File: src/rtl/arb_pkg.sv
package arb_pkg;

  // Action taken by the ownership register at a clock edge.
  typedef enum logic {
    ARB_HOLD   = 1'b0,
    ARB_SWITCH = 1'b1
  } arb_act_e;

endpackage

File: src/rtl/arb_rr_pick.sv
// Rotating search: the first set request at or above ptr, wrapping to 0.
module arb_rr_pick #(
  parameter int N  = 4,
  parameter int IW = 2
) (
  input  logic [N-1:0]  req,
  input  logic [IW-1:0] ptr,
  output logic          vld,
  output logic [IW-1:0] idx
);

  always_comb begin
    logic [IW:0] pos;
    vld = 1'b0;
    idx = ptr;
    pos = '0;
    for (int k = 0; k < N; k++) begin
      pos = {1'b0, ptr} + (IW+1)'(k);
      if (pos >= (IW+1)'(N)) pos = pos - (IW+1)'(N);
      if (!vld && req[pos[IW-1:0]]) begin
        vld = 1'b1;
        idx = pos[IW-1:0];
      end
    end
  end

endmodule

File: src/rtl/arb_cand_stage.sv
// Registers the selected next owner every cycle, so selection overlaps the
// current owner's transfer.
module arb_cand_stage #(
  parameter int IW = 2
) (
  input  logic          clk,
  input  logic          rst_n,
  input  logic          pick_vld,
  input  logic [IW-1:0] pick_idx,
  output logic          cand_vld,
  output logic [IW-1:0] cand_idx
);

  always_ff @(posedge clk) begin
    if (!rst_n) begin
      cand_vld <= 1'b0;
      cand_idx <= '0;
    end else begin
      cand_vld <= pick_vld;
      cand_idx <= pick_idx;
    end
  end

endmodule

File: src/rtl/arb_owner_ctrl.sv
// Ownership register and rotating pointer; ownership passes only on release.
module arb_owner_ctrl
  import arb_pkg::*;
#(
  parameter int N  = 4,
  parameter int IW = 2
) (
  input  logic          clk,
  input  logic          rst_n,
  input  logic [N-1:0]  req,
  input  logic          busy,
  input  logic          cand_vld,
  input  logic [IW-1:0] cand_idx,
  output logic [IW-1:0] owner,
  output logic [IW-1:0] ptr
);

  localparam logic [IW-1:0] LAST = IW'(N - 1);

  arb_act_e      act;
  logic [IW-1:0] after_cand;

  always_comb begin
    act = ARB_HOLD;
    if (!busy && cand_vld && req[cand_idx] && (cand_idx != owner))
      act = ARB_SWITCH;
    after_cand = (cand_idx == LAST) ? '0 : cand_idx + IW'(1);
  end

  always_ff @(posedge clk) begin
    if (!rst_n) begin
      owner <= '0;
      ptr   <= IW'(1);
    end else if (act == ARB_SWITCH) begin
      owner <= cand_idx;
      ptr   <= after_cand;
    end
  end

endmodule

File: src/rtl/bus_park_arbiter.sv
module bus_park_arbiter #(
  parameter  int N_MASTERS = 4,
  localparam int IDX_W     = $clog2(N_MASTERS)
) (
  input  logic                 clk,
  input  logic                 rst_n,
  input  logic [N_MASTERS-1:0] req_i,
  input  logic                 busy_i,
  output logic [N_MASTERS-1:0] gnt_o,
  output logic [IDX_W-1:0]     owner_o
);

  logic             pick_vld;
  logic [IDX_W-1:0] pick_idx;
  logic             cand_vld;
  logic [IDX_W-1:0] cand_idx;
  logic [IDX_W-1:0] ptr;
  logic [IDX_W-1:0] owner;

  arb_rr_pick #(.N(N_MASTERS), .IW(IDX_W)) u_pick (
    .req (req_i),
    .ptr (ptr),
    .vld (pick_vld),
    .idx (pick_idx)
  );

  arb_cand_stage #(.IW(IDX_W)) u_cand (
    .clk      (clk),
    .rst_n    (rst_n),
    .pick_vld (pick_vld),
    .pick_idx (pick_idx),
    .cand_vld (cand_vld),
    .cand_idx (cand_idx)
  );

  arb_owner_ctrl #(.N(N_MASTERS), .IW(IDX_W)) u_own (
    .clk      (clk),
    .rst_n    (rst_n),
    .req      (req_i),
    .busy     (busy_i),
    .cand_vld (cand_vld),
    .cand_idx (cand_idx),
    .owner    (owner),
    .ptr      (ptr)
  );

  for (genvar g = 0; g < N_MASTERS; g++) begin : g_gnt
    assign gnt_o[g] = (owner == IDX_W'(g));
  end

  assign owner_o = owner;

endmodule

File: config.mk
export PLATFORM = sky130hd
export DESIGN_NAME = bus_park_arbiter
export DESIGN_NICKNAME = d
export VERILOG_FILES = /design/src/rtl/arb_pkg.sv /design/src/rtl/arb_rr_pick.sv /design/src/rtl/arb_cand_stage.sv /design/src/rtl/arb_owner_ctrl.sv /design/src/rtl/bus_park_arbiter.sv
export SDC_FILE = /design/constraint.sdc
export NUM_CORES = 1
export LEC_CHECK = 0
export ABC_CLOCK_PERIOD_IN_PS = 3600
export BUFFER_PORTS_ARGS = -buffer_cell sky130_fd_sc_hd__buf_2
export CORE_AREA = 2 2 39 41
export DETAILED_ROUTE_END_ITERATION = 10
export DIE_AREA = 0 0 41 43
export HOLD_SLACK_MARGIN = 0.03
export PLACE_DENSITY = 0.63
export SLEW_MARGIN = 5
export SYNTH_ARGS = -nofsm -noshare
export SYNTH_HDL_FRONTEND = slang
export SYNTH_SLANG_ARGS = --single-unit
File: constraint.sdc
create_clock -name clk -period 3.6 [get_ports clk]
set_clock_uncertainty 0.05 [all_clocks]
set_input_delay 0.36 -clock clk [delete_from_list [all_inputs] [get_ports clk]]
set_output_delay 0.36 -clock clk [all_outputs]
set_load 0.01 [all_outputs]
# After elaboration in Yosys (flattened, before gate mapping)
# Cells that the tools add are included.
[totals]
output_inout_bits = 6
wordCells = 61
reg_bits = 7
[classes]
n_eq_ne = 5
n_lt_le_gt_ge = 9
n_addsub = 8
reduce_logical = 11
mux = 24
[op_table]
columns = ["operator", "count"]
rows = [
  ["2-to-1 mux 2 bit", 9],
  ["< comparator 2 x 3 -> 1 bit, second input constant", 5],
  ["binary-select mux 1 bit (select 2 bit)", 5],
  ["2-to-1 mux 1 bit", 10],
  [">= comparator 3 bit, second input constant", 3],
  ["subtractor 2 x 1 -> 2 bit, second input constant", 4],
  ["adder 2 x 2 -> 3 bit, second input constant", 2],
  ["equality test 2 bit, second input constant", 3],
  ["logical AND 1 bit", 6],
  ["zero test 1 bit", 4],
  ["adder 2 x 1 -> 3 bit, second input constant", 1],
  [">= comparator 2 x 3 -> 1 bit, second input constant", 1],
  ["adder 2 x 1 -> 2 bit, second input constant", 1],
  ["equality test 2 x 1 -> 1 bit, second input constant", 1],
  ["zero test 2 bit", 1],
  ["inequality test 2 bit", 1],
]

# Logic depth before layout (Yosys ltp)
[depth]
ltp_word = 14
depth_mapped = 5
depth_no_buf = 4

# Modules after synthesis
# Synthesis repeated with hierarchy kept, for this count alone.
[hier_totals]
hier_cells = 48
hier_area_um2 = 429.2
[by_module_without_submodules]
columns = ["module", "instances", "area_each_um2", "cells_each"]
rows = [
  ["arb_owner_ctrl", 1, 227.7, 22],
  ["arb_rr_pick", 1, 96.3, 16],
  ["arb_cand_stage", 1, 78.8, 6],
  ["bus_park_arbiter", 1, 26.3, 4],
]

# Least setup slack after synthesis
# OpenSTA, ideal clock, no wires.
[synth_timing]
kind = "reg-to-reg"
start = "register u_own.owner[0]"
end = "register u_own.ptr[0]"
setup_ns = 0.121
path_stages_with_launch = 5
setup_slack_ns = 2.095
required_ns = 3.429
arrival_ns = 1.333
period_less_slack_ns = 1.505
path_cell_list = "dfxtp_1 and2_2 o32ai_2 o211ai_4 mux2_4"
[synth_between]
elab_chain_cells = 3
[synth_rtl]
columns = ["item", "line", "rtl"]
rows = [
  ["start, declared", "arb_owner_ctrl.sv:14", "output logic [IW-1:0] owner,"],
  ["start signal, assigned", "arb_owner_ctrl.sv:35", "owner <= cand_idx;"],
  ["inequality test 2 bit", "arb_owner_ctrl.sv:25", "if (!busy && cand_vld && req[cand_idx] && (cand_idx != owner))"],
  ["logical AND 1 bit", "arb_owner_ctrl.sv:25", ""],
  ["2-to-1 mux 1 bit", "arb_owner_ctrl.sv:25", ""],
  ["end signal, assigned", "arb_owner_ctrl.sv:36", "ptr <= after_cand;"],
  ["end, declared", "arb_owner_ctrl.sv:15", "output logic [IW-1:0] ptr"],
]
# Every way passes these cells.
# A chain may end at the register's enable or synchronous reset.

# Worst setup path after layout
[layout_timing]
start = "register u_own.owner[0]"
end = "output gnt_o[1]"
[layout_between]
elab_chain_cells = 1
[layout_rtl]
columns = ["item", "line", "rtl"]
rows = [
  ["equality test 2 x 1 -> 1 bit", "bus_park_arbiter.sv:48", "assign gnt_o[g] = (owner == IDX_W'(g));"],
  ["end, declared", "bus_park_arbiter.sv:9", "output logic [N_MASTERS-1:0] gnt_o,"],
]
# Every way passes these cells.

==> results.md <==
* DIE WIDTH at ~40 um
* Initial Util at 32.01%
* Vias after detailed routing at 425
* Post-layout instance area at 545.5 um2
* RSZ-0062 raised after global routing: false
* Final min period at approximately 1.5 ns
* TritonCTS Buffers at 3
* Final setup TNS at 0 ns
* Sink Count at 7
* Critical path cell sequence: nor2b_2 > buf_2
* Root buffer cell: clkbuf_4
* Clock buffer depth at 2
* Grt ovf at 0
* Post-CTS Setup Inserts at 0
* F_max at 658.4 MHz
* Setup crit end kind: primary output
* Part of the cycle the worst path needs at 42.19%
* Synthesis warning total at 0
* H-tree levels at 1
* Critical Path AT at 1.11 ns
* Tot GR Track Use at 12.55%
* Vias in the first global route at 376
* DRT iter0 DRCs at 9
* Residual DRC at 0
* Final nets at 75
* Syn Nets at approximately 60
* I/O pins at 13
* Post-Layout Cell Count at between 80 and 90
* Number of diodes at 0
* DRT Wirelength at around 900 um
* Avg Vias per Cell at around 5.2
* Placed cell count at 78
* Worst Hold Class: input pin to flop
* Cell area power density at 347.6 mW/mm2
* Final ANT Viol Nets at 0
* Slew HR at 77.56%
* Placed Area at 519.2 um2
* Die height at 43 um
* Layout cells sized above 1 at a little over a third
* Startpoint Class: flop
* Max incr delay on CP at around 0.46 ns
* PostCTS Resize Cnt at 0
* Syn_area_per_cell at 8.685 um2
* First drt pass iteration count at 4
* Avg WL per Cell at 11.07 um
* Layout area overhead at 23.16%
* Worst-path clk slew at 0.06 ns
* Initial antenna violation count at 0
* Largest net degree at the start of global routing at 11
* Syn Inst Count at 51
* Max cap viols at 0
* Final Hold Vio Count at 0
* Critical-path top delay cell: dfxtp_1
* Final Power at roughly 0.19 mW
* Final setup fails at 0
* Core area at 0.001384 mm2
* CP delay by family, top: flip-flops
* Global-route wire length before repair at 1504 um
* Die ar. at 0.001763 mm2
* Port bufs at 12
* #FFs+latches synth at 7
* Worst vdd ir at 0.1498 mV
* Worst Path Required at 3.19 ns
* Number of hold buffers added after CTS at 0
* GPL Wtd Cong at ~0.75
* Worst slew pin tran at 0.3366 ns
* Synthesized area at 442.9 um2
* Row count at 14
* Status: finished, final reports clean
* Sequential share of the synthesized area at 31.64%
* CTS tree: done
* Leakage at 0.2501 nW
* Dpl hpwl at 711.2 um
* CP max FO at 7
* Layout fillers at roughly 140
* Distinct cells, synth at 25
* Kind of critical path: flop to primary output
* Buf+Inv Stages, Crit Path at 1
* Slew Viols, Final at 0
* Worst skew pair latency at approximately 0.26 ns
* Final Util at 39.42%
[report_power, final]
group	internal, mW	switching [mW]
Combinational	0.0133	0.0165
Sequential	0.0809	0.00440
Clock	0.0425	0.0320
[worst reg2reg max path, stage by stage, from the launching register on]
cell and delay [ns]:
dfxtp_1 0.46, and2_2 0.22, o32ai_2 0.10, o211ai_4 0.23, mux2_4 0.32
[flip-flops by register name, indices dropped and copies added (netlist names)]
| register | count |
|---|---|
| u_cand.cand_idx | 2 |
| u_own.owner | 2 |
| u_own.ptr | 2 |
| u_cand.cand_vld | 1 |
[layout make-up]
cell class	instances	area (um2)	share of cell area, %
clock buffer	4	26.28	4.817
inverter	4	15.01	2.752
multi-input combinational	39	284.0	52.06
sequential	7	140.1	25.69
tap	16	20.02	3.670
timing repair buffer	12	60.06	11.01
[cells by family (layout without fill, tap and decap cells)]
kind of cell / count (synthesis) / in the layout / share of synthesized area, %
compound gates: 18 / 18 / 32.77
fa+ha+maj: 1 / 1 / 2.824
buf+inv: 5 / 20 / 4.235
flops: 7 / 7 / 31.64
mux: 3 / 3 / 7.909
simple gates: 17 / 17 / 20.62
[layout by cell type, fill, tap and decap left out, types with 2 or more instances in the layout]
cell type	count
o22ai_1	3
inv_1	3
buf_2	12
nand2_1	8
o21ai_1	2
mux2i_1	2
dfxtp_1	7
nor3_1	2
clkbuf_4	3
o21ai_0	3
nor2_1	2
a21oi_1	4
[synthesized netlist by cell type]
cell / number / share of area, %
a21oi_1: 4 / 4.5
a221oi_1: 1 / 2.0
a311oi_1: 1 / 2.0
and2_2: 1 / 1.7
and2b_1: 1 / 1.7
clkbuf_1: 1 / 0.85
dfxtp_1: 7 / 32
ha_1: 1 / 2.8
inv_1: 3 / 2.5
inv_2: 1 / 0.85
mux2_4: 1 / 3.4
mux2i_1: 2 / 4.5
nand2_1: 8 / 6.8
nor2_1: 2 / 1.7
nor2b_1: 1 / 1.4
nor2b_2: 1 / 2.0
nor2b_4: 1 / 3.1
nor3_1: 2 / 2.3
o211ai_4: 1 / 4.8
o21ai_0: 3 / 3.4
o21ai_1: 2 / 2.3
o221ai_2: 1 / 3.4
o22ai_1: 3 / 4.2
o32ai_2: 1 / 3.7
o41a_1: 1 / 2.5
[layer usage]
layer	GRT usage, %	vias to the layer above	wire length [um]	share of wire [%]
li1	-	219	-	-
met1	15.43	188	424	47
met2	17.50	13	410	45
met3	3.141	5	43	4.7
met4	10.00	0	30	3.3
met5	0	-	0	0
[path summary, 6_finish.rpt]
check                               from                       endpoint  slack (ns)  cells after the start
min reg2reg    u_own.ptr[0]$_SDFFE_PN1P_  u_cand.cand_idx[0]$_SDFF_PN0_        0.49                      2
max          u_own.owner[0]$_SDFFE_PN0P_                       gnt_o[1]        2.08                      2
min                             req_i[2]     u_cand.cand_vld$_SDFF_PN0_        0.33                      2
max reg2reg  u_own.owner[0]$_SDFFE_PN0P_      u_own.ptr[0]$_SDFFE_PN1P_        2.11                      4
[through the flow]
step	setup slack [ns]	hold slack (ns)
6_report	2.081	0.3339
5_1_grt	1.992	0.3452
4_1_cts	2.064	0.3292
3_5_place_dp	2.098	0.4939
3_3_place_gp	2.129	0.5006
2_1_floorplan	2.095	0.4327
(Power assumes the default switching activity.)
